--- src/rtl/adc_pkg.sv ---
package adc_pkg;

    typedef enum logic [1:0] {
        CAP_SYNC  = 2'd0,
        CAP_RIGHT = 2'd1,
        CAP_LEFT  = 2'd2
    } cap_state_t;

    typedef enum logic {
        OUT_EMPTY = 1'b0,
        OUT_READY = 1'b1
    } out_state_t;

endpackage

--- src/rtl/bit_sync.sv ---
module bit_sync #(
    parameter int WIDTH  = 3,
    parameter int STAGES = 2
) (
    input  logic             clk,
    input  logic             rst_n,
    input  logic [WIDTH-1:0] din,
    output logic [WIDTH-1:0] dout
);

    logic [WIDTH-1:0] chain [STAGES];

    generate
        for (genvar s = 0; s < STAGES; s++) begin : g_stage
            if (s == 0) begin : g_first
                always_ff @(posedge clk) begin
                    if (!rst_n) chain[0] <= '0;
                    else        chain[0] <= din;
                end
            end else begin : g_next
                always_ff @(posedge clk) begin
                    if (!rst_n) chain[s] <= '0;
                    else        chain[s] <= chain[s-1];
                end
            end
        end
    endgenerate

    assign dout = chain[STAGES-1];

endmodule

--- src/rtl/left_word_capture.sv ---
module left_word_capture
    import adc_pkg::*;
#(
    parameter int   WORD_W     = 16,
    parameter logic LEFT_LEVEL = 1'b1
) (
    input  logic              clk,
    input  logic              rst_n,
    input  logic              bclk_s,
    input  logic              frame_s,
    input  logic              data_s,
    output logic [WORD_W-1:0] word_q,
    output logic              word_stb
);

    localparam int          CW   = $clog2(WORD_W + 1);
    localparam logic [CW-1:0] FULL = CW'(WORD_W);

    cap_state_t        state, nxt;
    logic              bclk_d, left_d;
    logic [CW-1:0]     bit_cnt;
    logic [WORD_W-1:0] shreg;

    logic left_now, bclk_rise, enter_left, leave_left;

    assign left_now   = (frame_s == LEFT_LEVEL);
    assign bclk_rise  = bclk_s & ~bclk_d;
    assign enter_left = left_now & ~left_d;
    assign leave_left = ~left_now & left_d;

    always_ff @(posedge clk) begin
        if (!rst_n) begin
            bclk_d <= 1'b0;
            left_d <= 1'b0;
        end else begin
            bclk_d <= bclk_s;
            left_d <= left_now;
        end
    end

    // state register
    always_ff @(posedge clk) begin
        if (!rst_n) state <= CAP_SYNC;
        else        state <= nxt;
    end

    always_comb begin
        nxt = state;
        unique case (state)
            CAP_SYNC:  if (leave_left) nxt = CAP_RIGHT;
            CAP_RIGHT: if (enter_left) nxt = CAP_LEFT;
            CAP_LEFT:  if (leave_left) nxt = CAP_RIGHT;
            default:   nxt = CAP_SYNC;
        endcase
    end

    // shift register, bit counter and kept word
    always_ff @(posedge clk) begin
        if (!rst_n) begin
            bit_cnt  <= '0;
            shreg    <= '0;
            word_q   <= '0;
            word_stb <= 1'b0;
        end else begin
            word_stb <= 1'b0;
            unique case (state)
                CAP_SYNC: begin
                    bit_cnt <= '0;
                end
                CAP_RIGHT: begin
                    if (enter_left) bit_cnt <= '0;
                end
                CAP_LEFT: begin
                    if (leave_left) begin
                        if (bit_cnt == FULL) begin
                            word_q   <= shreg;
                            word_stb <= 1'b1;
                        end
                    end else if (bclk_rise && bit_cnt < FULL) begin
                        shreg   <= {shreg[WORD_W-2:0], data_s};
                        bit_cnt <= bit_cnt + 1'b1;
                    end
                end
                default: bit_cnt <= '0;
            endcase
        end
    end

    AST_CNT_BOUND: assert property (@(posedge clk) disable iff (!rst_n)
        bit_cnt <= FULL);

    AST_KEEP_ON_EXIT: assert property (@(posedge clk) disable iff (!rst_n)
        word_stb |-> ($past(state) == CAP_LEFT && state == CAP_RIGHT));

    AST_WORD_STABLE: assert property (@(posedge clk) disable iff (!rst_n)
        !word_stb |-> $stable(word_q));

endmodule

--- src/rtl/rate_tick.sv ---
module rate_tick #(
    parameter int DIV = 10000
) (
    input  logic clk,
    input  logic rst_n,
    output logic tick
);

    localparam int            CW   = (DIV > 2) ? $clog2(DIV) : 1;
    localparam logic [CW-1:0] LAST = CW'(DIV - 1);

    logic [CW-1:0] cnt;

    always_ff @(posedge clk) begin
        if (!rst_n) begin
            cnt  <= '0;
            tick <= 1'b0;
        end else if (cnt == LAST) begin
            cnt  <= '0;
            tick <= 1'b1;
        end else begin
            cnt  <= cnt + 1'b1;
            tick <= 1'b0;
        end
    end

    AST_TICK_RANGE: assert property (@(posedge clk) disable iff (!rst_n)
        cnt <= LAST);

    AST_TICK_SINGLE: assert property (@(posedge clk) disable iff (!rst_n)
        tick |=> !tick);

endmodule

--- src/rtl/sample_requant.sv ---
module sample_requant
    import adc_pkg::*;
#(
    parameter int WORD_W = 16,
    parameter int OUT_W  = 8
) (
    input  logic              clk,
    input  logic              rst_n,
    input  logic              tick,
    input  logic              word_stb,
    input  logic [WORD_W-1:0] word_q,
    output logic [OUT_W-1:0]  smp_out,
    output logic              smp_valid
);

    out_state_t       state, nxt;
    logic [OUT_W-1:0] reduced;

    // signed upper field to offset binary
    assign reduced = {~word_q[WORD_W-1], word_q[WORD_W-2 -: OUT_W-1]};

    always_ff @(posedge clk) begin
        if (!rst_n) state <= OUT_EMPTY;
        else        state <= nxt;
    end

    always_comb begin
        nxt = state;
        unique case (state)
            OUT_EMPTY: if (word_stb) nxt = OUT_READY;
            OUT_READY: nxt = OUT_READY;
            default:   nxt = OUT_EMPTY;
        endcase
    end

    always_ff @(posedge clk) begin
        if (!rst_n) begin
            smp_out   <= '0;
            smp_valid <= 1'b0;
        end else begin
            smp_valid <= 1'b0;
            unique case (state)
                OUT_EMPTY: ;
                OUT_READY: begin
                    if (tick) begin
                        smp_out   <= reduced;
                        smp_valid <= 1'b1;
                    end
                end
                default: ;
            endcase
        end
    end

    AST_NO_EMPTY_STROBE: assert property (@(posedge clk) disable iff (!rst_n)
        (state == OUT_EMPTY) |=> !smp_valid);

    AST_OUT_HELD: assert property (@(posedge clk) disable iff (!rst_n)
        !smp_valid |-> $stable(smp_out));

endmodule

--- src/rtl/audio_left_decimator.sv ---
module audio_left_decimator #(
    parameter int TICK_DIV    = 10000,
    parameter int WORD_W      = 16,
    parameter int OUT_W       = 8,
    parameter int SYNC_STAGES = 2
) (
    input  logic             clk,
    input  logic             rst_n,
    input  logic             ser_bclk,
    input  logic             ser_frame,
    input  logic             ser_data,
    output logic [OUT_W-1:0] smp_out,
    output logic             smp_valid
);

    logic [2:0]        raw_in, synced;
    logic [WORD_W-1:0] word_q;
    logic              word_stb;
    logic              tick;

    assign raw_in = {ser_data, ser_frame, ser_bclk};

    bit_sync #(
        .WIDTH (3),
        .STAGES(SYNC_STAGES)
    ) u_sync (
        .clk  (clk),
        .rst_n(rst_n),
        .din  (raw_in),
        .dout (synced)
    );

    left_word_capture #(
        .WORD_W    (WORD_W),
        .LEFT_LEVEL(1'b1)
    ) u_cap (
        .clk     (clk),
        .rst_n   (rst_n),
        .bclk_s  (synced[0]),
        .frame_s (synced[1]),
        .data_s  (synced[2]),
        .word_q  (word_q),
        .word_stb(word_stb)
    );

    rate_tick #(
        .DIV(TICK_DIV)
    ) u_tick (
        .clk  (clk),
        .rst_n(rst_n),
        .tick (tick)
    );

    sample_requant #(
        .WORD_W(WORD_W),
        .OUT_W (OUT_W)
    ) u_out (
        .clk      (clk),
        .rst_n    (rst_n),
        .tick     (tick),
        .word_stb (word_stb),
        .word_q   (word_q),
        .smp_out  (smp_out),
        .smp_valid(smp_valid)
    );

    AST_STROBE_AFTER_TICK: assert property (@(posedge clk) disable iff (!rst_n)
        smp_valid |-> $past(tick));

    AST_STROBE_SINGLE: assert property (@(posedge clk) disable iff (!rst_n)
        smp_valid |=> !smp_valid);

endmodule

--- config.mk ---
export PLATFORM = sky130hd
export DESIGN_NAME = audio_left_decimator
export DESIGN_NICKNAME = d
export VERILOG_FILES = /design/src/rtl/adc_pkg.sv /design/src/rtl/bit_sync.sv /design/src/rtl/left_word_capture.sv /design/src/rtl/rate_tick.sv /design/src/rtl/sample_requant.sv /design/src/rtl/audio_left_decimator.sv
export SDC_FILE = /design/constraint.sdc
export NUM_CORES = 1
export LEC_CHECK = 0
export ABC_AREA = 1
export BUFFER_PORTS_ARGS = -buffer_cell sky130_fd_sc_hd__buf_2
export CAP_MARGIN = 5
export CORE_AREA = 5 5 73 82
export DETAILED_ROUTE_END_ITERATION = 8
export DIE_AREA = 0 0 78 87
export HOLD_SLACK_MARGIN = 0.12
export PLACE_DENSITY = 0.81
export SETUP_SLACK_MARGIN = 0.2
export SYNTH_ARGS = -nofsm -noshare
export SYNTH_HDL_FRONTEND = slang
export SYNTH_HIERARCHICAL = 1
export SYNTH_SLANG_ARGS = --single-unit
--- constraint.sdc ---
create_clock -name clk -period 3.9 [get_ports clk]
set_input_delay 0.78 -clock clk [delete_from_list [all_inputs] [get_ports clk]]
set_output_delay 0.78 -clock clk [all_outputs]
set_load 0.1 [all_outputs]
Word-level counts from Yosys, hierarchy flattened
Memories as Yosys holds them, arrays and structs flattened.
Cells that the tools add are included.
Cells by class
  shift operators: 0
  divide/modulo/power cells: 0
  equal/unequal tests: 8
  multipliers: 0
  $lt $le $gt $ge: 1
  $add $sub $neg: 2
  mux-type cells: 16
  bitwise gates (word level): 12
  reduce and logical (&&, ||, !) cells: 11
Operators by type and width (number)
  2-to-1 mux 5 bit: 3
  adder 14 x 1 -> 14 bit, second input constant: 1
  == test 14 bit, second input constant: 1
  AND reduction 3 bit: 4
  one-hot mux 5 bit (2 select lines): 1
  inverter 1 bit: 7
  2-to-1 mux 1 bit: 6
  2-to-1 mux 3 bit: 2
  != test 2 x 1 -> 1 bit, second input constant: 3
  AND reduction 2 bit: 3
  adder 5 x 1 -> 5 bit, second input constant: 1
  == test 5 bit, second input constant: 1
  less-than comparator 5 bit, second input constant: 1
  2-to-1 mux 2 bit: 2
  one-hot mux 2 bit (2 select lines): 1
  OR reduction 2 bit: 2
  AND 1 bit: 3
  == test 2 x 1 -> 1 bit, second input constant: 1
  == test 2 bit, second input constant: 1
  logical NOT 2 bit: 1
  != test 2 bit, second input constant: 1
  bitwise OR 1 bit: 2
  one-hot mux 1 bit (2 select lines): 1
  logical AND 1 bit: 1
Storage, ports and cells
  word-level logic and storage cells: 63
  memories: 1
  bits in writable memories: 6
  ROM bits: 0
  bits in registers: 67
  latch bits: 0
  output and inout bits: 9
Memories
  u_sync.chain: words 2, width 3, rd ports 2, clocked after memory_dff 0, write ports 2, line bit_sync.sv:11  | logic [WIDTH-1:0] chain [STAGES];

Longest topological paths before layout
  depth in word-level cells: 6
  mapped depth: 8
  gate-level depth less buffers: 8

Hierarchy
Netlist, hierarchy kept.
Modules (own cells, without submodules)
  left_word_capture: area each 1850.5 um2, instances 1, seq. area each 840.8 um2, cells each 236
  rate_tick: area each 770.7 um2, instances 1, seq. area each 300.3 um2, cells each 116
  sample_requant: area each 391.6 um2, instances 1, seq. area each 200.2 um2, cells each 56
  bit_sync: area each 165.2 um2, instances 1, seq. area each 120.1 um2, cells each 18

Least setup slack after synthesis
No wires, ideal clock.
  kind: flip-flop to output port
  start: register u_out.smp_out[7]
  end: output port smp_out[7]
  arrival: 0.925 ns
  cell stages (with the launch flop): 1
  path slack: 2.195 ns
  cells stage by stage: dfxtp_1
RTL lines
  start, declared: line sample_requant.sv:12  | output logic [OUT_W-1:0] smp_out,
  start signal, assigned: line sample_requant.sv:46  | smp_out <= reduced;
  end, declared: line audio_left_decimator.sv:12  | output logic [OUT_W-1:0] smp_out,
No word-level cell between the ends.

Final worst setup path
  start: register u_out.smp_out[1]
  end: output port smp_out[1]
No word-level cell between the ends.

==> run_results.csv <==
group,metric,value,unit
clock_network,clk_latency,0.33,ns
clock_network,post_cts_buffers,0,
clock_network,hold_buffers,0,
route,final_antenna_net_count,0,
setup_path,startpoint_type,"flop",
global_routing,antenna_found_initial,0,
route,drc,0,
setup_path,crit_path_end_kind,"output pin",
pwr,p_switching,0.264,mW
pwr,p_leak,1.32,nW
global_routing,grt_pass1_wl,8830,um
timing,fmax,0.531,GHz
timing,finalHoldViolations,0,
timing,fin_tns_setup,0,ns
floorplan,start_util,55.5,%
setup_path,cp.required,3.12,ns
setup_path,cp-endpoint,"smp_out[1]",
clock_network,cts-root-buf,"clkbuf_8",
layout,final_util,59.4,%
route,dr.first_iter.drc_count,125,
placed_design,placed_area,2880,sq um
timing,period_needed,1.88,ns
layout,areaGrowthSynthToFinish,6.96,%
placed_design,dpl.hpwl,3320,um
pwr,finalPower,1.22,mW
clock_network,clk_pin_slew,0.07,ns
clock_network,cts-htree-levels,3,
setup_path,rr_worst_depth,7,
setup_path,crit_arrival,1.10,ns
layout,final_common_cell,"nor2_1",
setup_path,crit-reg2reg-capture,"u_cap/word_q[14]",
pwr,combPwrFrac,3.0,%
setup_path,crit_buf_inv,1,
layout,regArea,1300,sq um
route,vias,2302,
job,maxCapViolations,0,
min_path,hp-class,"reg -> reg",
setup_path,cp.depth,1,
setup_path,critical_path_peak_fanout,2,
synth,syn_nets,394,
pwr,power.density,400,nW/um^2
clock_network,cts_buffers,9,
global_routing,grt_max_degree,48,
setup_path,cp_slowest_cell,"buf_2",
layout,fin_nets,403,
layout,design_area,3060,sq um
floorplan,die_area,6790,sq um
route,wl_per_cell,10.6,um
setup_path,crit_chain,"buf_2",
timing,tightest_slew,0.753,ns
setup_path,slowest_delay,0.43,ns
global_routing,grt_pass1_vias,2151,
floorplan,io_pins,14,
floorplan,core,5150,sq um
setup_path,r2r-start,"u_cap/bit_cnt[0]",
timing,clock_skew,0.00418,ns
clock_network,cts_max_path_buffers,2,
route,dr.pass1.iters,4,
setup_path,cp_top_family,"buffers and inverters",
synth,yosys_warnings,6,
clock_network,cts-resized-gates,0,
synth,avgSynthCellArea,7.40,sq um
route,wirelength,4880,um
pwr,vdd.ir_drop.worst,164,uV
placed_design,gp_congestion,0.847,
floorplan,die_y,87,um
clock_network,cts.sinks,65,
floorplan,die_x,78,um
run_status,status,"completed",
route,detail_route.vias_per_cell,5.02,
synth,synthCells,386,
placed_design,numPortBuffers,13,
timing,rsz0062_at_grt,"false",
layout,multi_input_area,1260,sq um
timing,report.final.slew_viol_count,0,
clock_network,cts_tree,"built",
setup_path,crit_start,"u_out/smp_out[1]",
timing,slew_headroom,49.8,%
global_routing,grt_usage,16.0,%
synth,syn-cell-area,2860,sq um
setup_path,r2r_slack,2.19,ns
timing,finalCritPeriodShare,48.3,%
timing,setup_viol,0,
layout,drive_above_1_share,13.3,%
layout,diodes,0,
pwr,pwr-share-clk,41.6,%
setup_path,critPathKind,"reg -> out",
pwr,p_seq_share,55.4,%
pwr,p_int,0.959,mW
floorplan,num_rows,28,
pwr,swShare,21.6,%
layout,final_cell_mix,"nor2_1 (86), nand2_1 (78), dfxtp_1 (65), inv_1 (42), a21oi_1 (20)",
layout,fillerInstances,470,
global_routing,grt_overflow,0,
==> metrics by stage <==
stage          worst slack, ns  hold slack (ns)  std cells
6_report                  2.02            0.419        459
5_1_grt                   1.97            0.445        459
3_5_place_dp              1.93            0.404        444
2_1_floorplan             2.20            0.386        386
4_1_cts                   1.99            0.422        459
3_3_place_gp              1.97            0.395        444
==> worst min-delay path by stage <==
| stage | start | end | slack (ns) | cells past startpoint |
|---|---|---|---|---|
| after global routing | u_sync/chain[0][0] | u_sync/chain[1][0] | 0.44 | 2 |
| after floorplan | u_sync/chain[0][1] | u_sync/chain[1][1] | 0.39 | 2 |
| after detailed placement | u_sync/chain[0][2] | u_sync/chain[1][2] | 0.40 | 2 |
| final | u_sync/chain[0][1] | u_sync/chain[1][1] | 0.42 | 2 |
| after CTS | u_sync/chain[0][2] | u_sync/chain[1][2] | 0.42 | 2 |
| after global placement | u_sync/chain[0][1] | u_sync/chain[1][1] | 0.40 | 2 |
==> per-layer routing <==
layer	vias to the layer above	track usage [%]	part of all wire (%)
met5	-	0	0
li1	1215	-	-
met2	36	27.6	48
met1	1047	18.5	47
met4	0	6.45	0.78
met3	4	4.66	4.0
==> power by group through the flow <==
| stage | registers, mW | logic (mW) | clock network (mW) |
|---|---|---|---|
| 2_1_floorplan | 0.691 | 0.0311 | 0 |
| 3_3_place_gp | 0.692 | 0.0355 | 0 |
| 3_5_place_dp | 0.692 | 0.0371 | 0 |
| 4_1_cts | 0.677 | 0.0372 | 0.521 |
| 5_1_grt | 0.677 | 0.0436 | 0.557 |
| 6_report | 0.677 | 0.0369 | 0.508 |
==> area by class of cell <==
class                           instances  area share, %
Clock buffer                           12           5.40
Sequential cell                        65           42.6
Inverter                               46           5.73
Timing Repair Buffer                   13           2.13
Clock inverter                          3          0.491
Multi-Input combinational cell        260           41.2
Tap cell                               60           2.46
==> state kept, by name, indices dropped and copies added (netlist names) <==
register	flops
u_sync/chain	6
u_out/smp_valid	1
u_out/smp_out	8
u_cap/word_q	8
u_cap/shreg	16
u_cap/left_d	1
u_out/state	1
u_cap/state	2
u_cap/word_stb	1
u_cap/bclk_d	1
u_tick/tick	1
u_cap/bit_cnt	5
u_tick/cnt	14
Power figures use the tool's default switching activity.
